===== src/rtl/rwf_pkg.sv =====
package rwf_pkg;

  // Decoded window event for one cycle
  typedef enum logic [1:0] {
    WEV_NONE = 2'd0,
    WEV_CALL = 2'd1,
    WEV_RET  = 2'd2
  } win_evt_e;

  // Simultaneous call and return cancel each other
  function automatic win_evt_e classify_evt(input logic call, input logic ret);
    win_evt_e evt;
    if (call && !ret)      evt = WEV_CALL;
    else if (ret && !call) evt = WEV_RET;
    else                   evt = WEV_NONE;
    return evt;
  endfunction

endpackage


===== src/rtl/rwf_window_ctl.sv =====
module rwf_window_ctl #(
  parameter  int NUM_WIN = 4,
  localparam int CWP_W   = $clog2(NUM_WIN)
) (
  input  logic             clk,
  input  logic             rst_n,
  input  logic             call_i,
  input  logic             ret_i,
  output logic [CWP_W-1:0] cwp_o,
  output logic             ovf_o,
  output logic             unf_o
);
  import rwf_pkg::*;

  localparam logic [CWP_W-1:0] CWP_MAX = CWP_W'(NUM_WIN - 1);

  win_evt_e         evt;
  logic [CWP_W-1:0] cwp_q, cwp_d;
  logic [CWP_W-1:0] depth_q, depth_d;
  logic             ovf_q, ovf_d;
  logic             unf_q, unf_d;
  logic             state_en;

  // next-state logic
  always_comb begin
    evt      = classify_evt(call_i, ret_i);
    cwp_d    = cwp_q;
    depth_d  = depth_q;
    ovf_d    = 1'b0;
    unf_d    = 1'b0;
    state_en = 1'b0;
    case (evt)
      WEV_CALL: begin
        state_en = 1'b1;
        cwp_d    = (cwp_q == CWP_MAX) ? '0 : cwp_q + 1'b1;
        if (depth_q == CWP_MAX) ovf_d   = 1'b1;
        else                    depth_d = depth_q + 1'b1;
      end
      WEV_RET: begin
        state_en = 1'b1;
        cwp_d    = (cwp_q == '0) ? CWP_MAX : cwp_q - 1'b1;
        if (depth_q == '0) unf_d   = 1'b1;
        else               depth_d = depth_q - 1'b1;
      end
      default: begin
        state_en = 1'b0;
      end
    endcase
  end

  // pointer and depth registers, enabled on a real event
  always_ff @(posedge clk or negedge rst_n) begin
    if (!rst_n) begin
      cwp_q   <= '0;
      depth_q <= '0;
    end else if (state_en) begin
      cwp_q   <= cwp_d;
      depth_q <= depth_d;
    end
  end

  // single-cycle flag registers
  always_ff @(posedge clk or negedge rst_n) begin
    if (!rst_n) begin
      ovf_q <= 1'b0;
      unf_q <= 1'b0;
    end else begin
      ovf_q <= ovf_d;
      unf_q <= unf_d;
    end
  end

  assign cwp_o = cwp_q;
  assign ovf_o = ovf_q;
  assign unf_o = unf_q;

endmodule


===== src/rtl/rwf_addr_map.sv =====
module rwf_addr_map #(
  parameter  int NUM_GLOBAL = 10,
  parameter  int NUM_LOCAL  = 10,
  parameter  int NUM_COMMON = 6,
  parameter  int NUM_WIN    = 4,
  localparam int LOG_REGS   = NUM_GLOBAL + NUM_LOCAL + 2 * NUM_COMMON,
  localparam int LOG_W      = $clog2(LOG_REGS),
  localparam int STRIDE     = NUM_LOCAL + NUM_COMMON,
  localparam int RING       = STRIDE * NUM_WIN,
  localparam int NUM_PHYS   = RING + NUM_GLOBAL,
  localparam int PHYS_W     = $clog2(NUM_PHYS),
  localparam int CWP_W      = $clog2(NUM_WIN)
) (
  input  logic [LOG_W-1:0]  log_addr,
  input  logic [CWP_W-1:0]  cwp,
  output logic [PHYS_W-1:0] phys_addr
);
  localparam int OFF_W = $clog2(2 * RING);

  logic [OFF_W-1:0] off_raw;
  logic [OFF_W-1:0] off_wrap;
  logic             is_global;

  // window base plus offset, folded once into the ring
  always_comb begin
    is_global = (log_addr < LOG_W'(NUM_GLOBAL));
    off_raw   = OFF_W'(STRIDE) * OFF_W'(cwp) + OFF_W'(log_addr) - OFF_W'(NUM_GLOBAL);
    off_wrap  = (off_raw >= OFF_W'(RING)) ? off_raw - OFF_W'(RING) : off_raw;
    if (is_global) phys_addr = PHYS_W'(log_addr);
    else           phys_addr = PHYS_W'(NUM_GLOBAL) + PHYS_W'(off_wrap);
  end

endmodule


===== src/rtl/rwf_storage.sv =====
module rwf_storage #(
  parameter int DATA_W   = 32,
  parameter int NUM_PHYS = 74,
  parameter int PHYS_W   = $clog2(NUM_PHYS)
) (
  input  logic              clk,
  input  logic              wr_en,
  input  logic [PHYS_W-1:0] wr_phys,
  input  logic [DATA_W-1:0] wr_data,
  input  logic [PHYS_W-1:0] rd_phys_a,
  output logic [DATA_W-1:0] rd_data_a,
  input  logic [PHYS_W-1:0] rd_phys_b,
  output logic [DATA_W-1:0] rd_data_b
);
  logic [DATA_W-1:0]   regs_q [NUM_PHYS];
  logic [NUM_PHYS-1:0] row_we;

  // write decoder
  for (genvar g = 0; g < NUM_PHYS; g++) begin : g_dec
    assign row_we[g] = wr_en && (wr_phys == PHYS_W'(g));
  end

  // datapath storage, no reset
  always_ff @(posedge clk) begin
    for (int i = 0; i < NUM_PHYS; i++) begin
      if (row_we[i]) regs_q[i] <= wr_data;
    end
  end

  // combinational reads
  always_comb begin
    rd_data_a = '0;
    rd_data_b = '0;
    if (rd_phys_a < PHYS_W'(NUM_PHYS)) rd_data_a = regs_q[rd_phys_a];
    if (rd_phys_b < PHYS_W'(NUM_PHYS)) rd_data_b = regs_q[rd_phys_b];
  end

endmodule


===== src/rtl/rwin_regfile.sv =====
module rwin_regfile #(
  parameter  int DATA_W     = 32,
  parameter  int NUM_GLOBAL = 10,
  parameter  int NUM_LOCAL  = 10,
  parameter  int NUM_COMMON = 6,
  parameter  int NUM_WIN    = 4,
  localparam int LOG_REGS   = NUM_GLOBAL + NUM_LOCAL + 2 * NUM_COMMON,
  localparam int LOG_W      = $clog2(LOG_REGS),
  localparam int NUM_PHYS   = (NUM_LOCAL + NUM_COMMON) * NUM_WIN + NUM_GLOBAL,
  localparam int PHYS_W     = $clog2(NUM_PHYS),
  localparam int CWP_W      = $clog2(NUM_WIN)
) (
  input  logic              clk,
  input  logic              rst_n,
  input  logic              call_i,
  input  logic              ret_i,
  input  logic              wr_en,
  input  logic [LOG_W-1:0]  wr_addr,
  input  logic [DATA_W-1:0] wr_data,
  input  logic [LOG_W-1:0]  rd_addr_a,
  output logic [DATA_W-1:0] rd_data_a,
  input  logic [LOG_W-1:0]  rd_addr_b,
  output logic [DATA_W-1:0] rd_data_b,
  output logic [CWP_W-1:0]  cwp_o,
  output logic              ovf_o,
  output logic              unf_o
);
  localparam int NUM_PORTS = 3;  // write, read A, read B

  logic [CWP_W-1:0]  cwp;
  logic [LOG_W-1:0]  map_log  [NUM_PORTS];
  logic [PHYS_W-1:0] map_phys [NUM_PORTS];

  rwf_window_ctl #(
    .NUM_WIN (NUM_WIN)
  ) u_ctl (
    .clk    (clk),
    .rst_n  (rst_n),
    .call_i (call_i),
    .ret_i  (ret_i),
    .cwp_o  (cwp),
    .ovf_o  (ovf_o),
    .unf_o  (unf_o)
  );

  assign map_log[0] = wr_addr;
  assign map_log[1] = rd_addr_a;
  assign map_log[2] = rd_addr_b;

  for (genvar p = 0; p < NUM_PORTS; p++) begin : g_map
    rwf_addr_map #(
      .NUM_GLOBAL (NUM_GLOBAL),
      .NUM_LOCAL  (NUM_LOCAL),
      .NUM_COMMON (NUM_COMMON),
      .NUM_WIN    (NUM_WIN)
    ) u_map (
      .log_addr  (map_log[p]),
      .cwp       (cwp),
      .phys_addr (map_phys[p])
    );
  end

  rwf_storage #(
    .DATA_W   (DATA_W),
    .NUM_PHYS (NUM_PHYS),
    .PHYS_W   (PHYS_W)
  ) u_store (
    .clk       (clk),
    .wr_en     (wr_en),
    .wr_phys   (map_phys[0]),
    .wr_data   (wr_data),
    .rd_phys_a (map_phys[1]),
    .rd_data_a (rd_data_a),
    .rd_phys_b (map_phys[2]),
    .rd_data_b (rd_data_b)
  );

  assign cwp_o = cwp;

endmodule


===== config.mk =====
export PLATFORM = sky130hd
export DESIGN_NAME = rwin_regfile
export DESIGN_NICKNAME = d
export VERILOG_FILES = /design/src/rtl/rwf_pkg.sv /design/src/rtl/rwf_window_ctl.sv /design/src/rtl/rwf_addr_map.sv /design/src/rtl/rwf_storage.sv /design/src/rtl/rwin_regfile.sv
export SDC_FILE = /design/constraint.sdc
export NUM_CORES = 2
export LEC_CHECK = 0
export BUFFER_PORTS_ARGS = -buffer_cell sky130_fd_sc_hd__buf_2
export CAP_MARGIN = 10
export CORE_MARGIN = 4
export CORE_UTILIZATION = 55
export CTS_CLUSTER_SIZE = 24
export DETAILED_ROUTE_END_ITERATION = 7
export HOLD_SLACK_MARGIN = 0.02
export PLACE_DENSITY = 0.71
export REMOVE_ABC_BUFFERS = 1
export SLEW_MARGIN = 20
export SYNTH_ARGS = -nofsm -noshare
export SYNTH_HDL_FRONTEND = slang
export SYNTH_HIERARCHICAL = 1
export SYNTH_SLANG_ARGS = --single-unit

===== constraint.sdc =====
create_clock -name clk -period 5.64 [get_ports clk]
set_input_delay 0.282 -clock clk [delete_from_list [all_inputs] [get_ports clk]]
set_output_delay 0.282 -clock clk [all_outputs]
set_load 0.05 [all_outputs]

==> flow_summary_export.csv <==
group,metric,value,unit
setup_path,worst-setup-path-type,"reg2out",
finish,num-fill-cells,13483,
die,die_area,208000,µm²
clock_network,cts_buffers,232,
timing,fin_crit_sh,101,%
synth,ys_seq_elements,2374,
synth,yosys-top-cells-count,"2368 x edfxtp_1, 1115 x mux4_2, 214 x mux2i_1",
synth,synth.largest_area_cell,"edfxtp_1",
global_routing,grt_overflow_total,0,
timing,hold_violations,0,
power_and_ir_drop,p_leak,0.0396,µW
run,maxCapViolCount,0,
timing,max_freq,176,MHz
finish,stdcell_count,8833,
global_routing,grt_pass1_vias,66973,
clock_network,tritoncts,"yes",
timing,slew-limit-headroom,11.1,%
drt,drcViolationCount,0,
synth,syn_avg_cell_area,19.6,µm²
outcome,status,"complete, but fails checks",
place,io_buffers,119,
global_routing,grt_max_degree,111,
die,die_y,456,µm
setup_path,crit_required,5360,ps
finish,post-route-cell-area,125000,µm²
finish,final_core_util,62.7,%
timing,finalSetupViolations,1,
setup_path,reg2reg_to,"u_store/regs_q[3][27]",
finish,drive_gt1_share,36.3,%
timing,setup_slack,-34.5,ps
power_and_ir_drop,irDropWorstVdd,0.000627,V
clock_network,cts_root_buffer,"clkbuf_16",
min_path,hold_path.class,"in2reg",
synth,synth_seq_area_share,64.5,%
timing,finalClockSkew,23.6,ps
timing,finalCriticalPeriod,5670,ps
drt,totalWireLength,385,mm
global_routing,grt_pass1_wl,531,mm
place,placedCellCount,8384,
die,rows,164,
setup_path,critical_path.startpoint_type,"register",
drt,wl_per_cell,43.5,µm
finish,fin_nets,6043,
finish,area_growth,13.3,%
timing,tns,-34.5,ps
drt,firstDrtPassIters,6,
die,core-area,200000,µm²
clock_network,clk_latency,910,ps
drt,vias_per_cell,7.80,
synth,synth-edff-count,2368,
synth,yosys_most_used_dff,"edfxtp_1",
synth,netlist_instances,5630,
clock_network,clk_pin_slew,60,ps
synth,yosys.area.top_type_share,64.4,%
die,start_util,55.3,%
setup_path,r2r-start,"u_ctl/cwp_o[0]",
global_routing,grtUsageTotal,36.6,%
drt,ant_nets,0,
clock_network,clock-sinks,2374,
outcome,violations,"negative setup slack",
synth,synth_cell_type_count,75,
power_and_ir_drop,p_per_area,418,nW/µm²
clock_network,clk_path_buf_depth,3,
power_and_ir_drop,fin_total_pwr,52300,µW
setup_path,critPathMaxFanout,13,
global_routing,antenna_found_initial,30,
synth,synth_most_common_cell,"edfxtp_1",
place,dp_hpwl,242,mm
synth,synth.area.top_cells,"edfxtp_1 64%, mux4_2 23%, mux2i_1 1.9%, a22oi_1 0.82%, a221oi_1 0.78%",
timing,rsz0062_at_grt,"false",
synth,ys_warn_count,6,
place,gp_congestion,0.966,
die,dieWidth,456,µm
drt,num_vias,68870,
setup_path,r2r_slack,1390,ps
timing,slew_violations,0,
clock_network,ctsHtreeMaxLevel,4,
synth,ys_async_sr_fraction,0.253,%
place,placed_cell_area,117000,µm²
setup_path,ff2ff_path_depth,10,
finish,multi_input_area,37500,µm²
setup_path,critPathCaptureType,"output pin",
setup_path,crit_path_start,"u_ctl/cwp_o[0]",
setup_path,arrival,5390,ps
drt,drt_iter0_drc,13032,
finish,seq_area,71300,µm²
setup_path,cp-endpoint,"rd_data_a[14]",
timing,worst_slew_pin_slew,1330,ps
synth,synth_area,110000,µm²
die,ios,120,
[where the power goes]
part	total (µW)	internal [µW]	switching, µW
logic	17100	5730	11300
registers	19900	19800	150
clock network	15300	8450	6830
total	52300	34000	18300
[placed cells by master, fill, tap and decap left out, types with 90 or more instances in the layout]
| master | count |
|---|---|
| mux2i_1 | 214 |
| mux4_2 | 1115 |
| edfxtp_1 | 2368 |
| clkbuf_16 | 235 |
| a21oi_1 | 108 |
| a22oi_1 | 120 |
| buf_4 | 377 |
| nand2_1 | 201 |
| buf_12 | 112 |
| o21ai_0 | 114 |
| a221oi_1 | 90 |
[final cells by class]
type / count / share of cell area, %
clock buffers: 274 / 4.82
clock inverters: 155 / 1.08
diodes: 10 / 0.0200
repair buffers: 561 / 4.41
inverters: 27 / 0.0890
multi-input cells: 2776 / 30.0
well taps: 2656 / 2.66
flip-flops and latches: 2374 / 57.0
[through the flow]
stage,hold WS (ps),setup WS (ps)
2_1_floorplan,-13.6,-17110
3_3_place_gp,108,-7.43
3_5_place_dp,110,350
4_1_cts,43.5,5.21
5_1_grt,89.8,3.51
6_report,65.2,-34.5
[cell families after synthesis]
group,count (synthesis),synth area share (%)
fa+ha+maj,19,0.236
mux,1404,25.6
buf+inv,480,2.44
flops,2374,64.5
xor+xnor,16,0.127
simple gates,550,2.23
compound gates,787,4.91
[metal layers]
layer / GRT usage (%) / vias to the layer above / wire length, µm
met5: 0 / - / 179
met1: 47.2 / 35692 / 122000
met2: 52.7 / 6538 / 168000
met4: 21.9 / 28 / 29000
met3: 14.9 / 1422 / 64900
li1: - / 25190 / -
[registers in the layout, summed over array words and instances (netlist names)]
name	flops
u_ctl/cwp_o	2
u_ctl/depth_q	2
u_ctl/ovf_o	1
u_store/regs_q	2368
u_ctl/unf_o	1
[critical path, cell delays in order, from the launching register on]
cell and delay, ps:
dfrtp_1 490, inv_1 80, ha_1 310, xor2_1 360, nor3_1 90, mux2_4 330
buf_4 270, inv_1 380, or3_1 330, o22ai_1 120, a211oi_1 490, nand2_1 500
a221oi_2 550, buf_12 190
[repair_timing]
action | in CTS | in global routing
hold endpoints to repair | 12 | 0
endpoints found under the setup margin | 17 | 37
pin swaps | 0 | 1
hold buffers | 5 | 0
gates cloned | 0 | 0
resized for setup | 18 | 27
setup buffers | 0 | 5
[worst min path at each step]
stage,from,endpoint,slack (ps),cells after the start
final,wr_data[6],u_store/regs_q[62][6],70,2
after global routing,wr_data[6],u_store/regs_q[62][6],90,2
after CTS,wr_data[6],u_store/regs_q[64][6],40,2
after detailed placement,rst_n,u_ctl/cwp_o[1],110,1
after global placement,rst_n,u_ctl/ovf_o,110,1
after floorplan,rst_n,u_ctl/cwp_o[0],-10,0
Note: power is estimated with default switching activity, not from simulation.
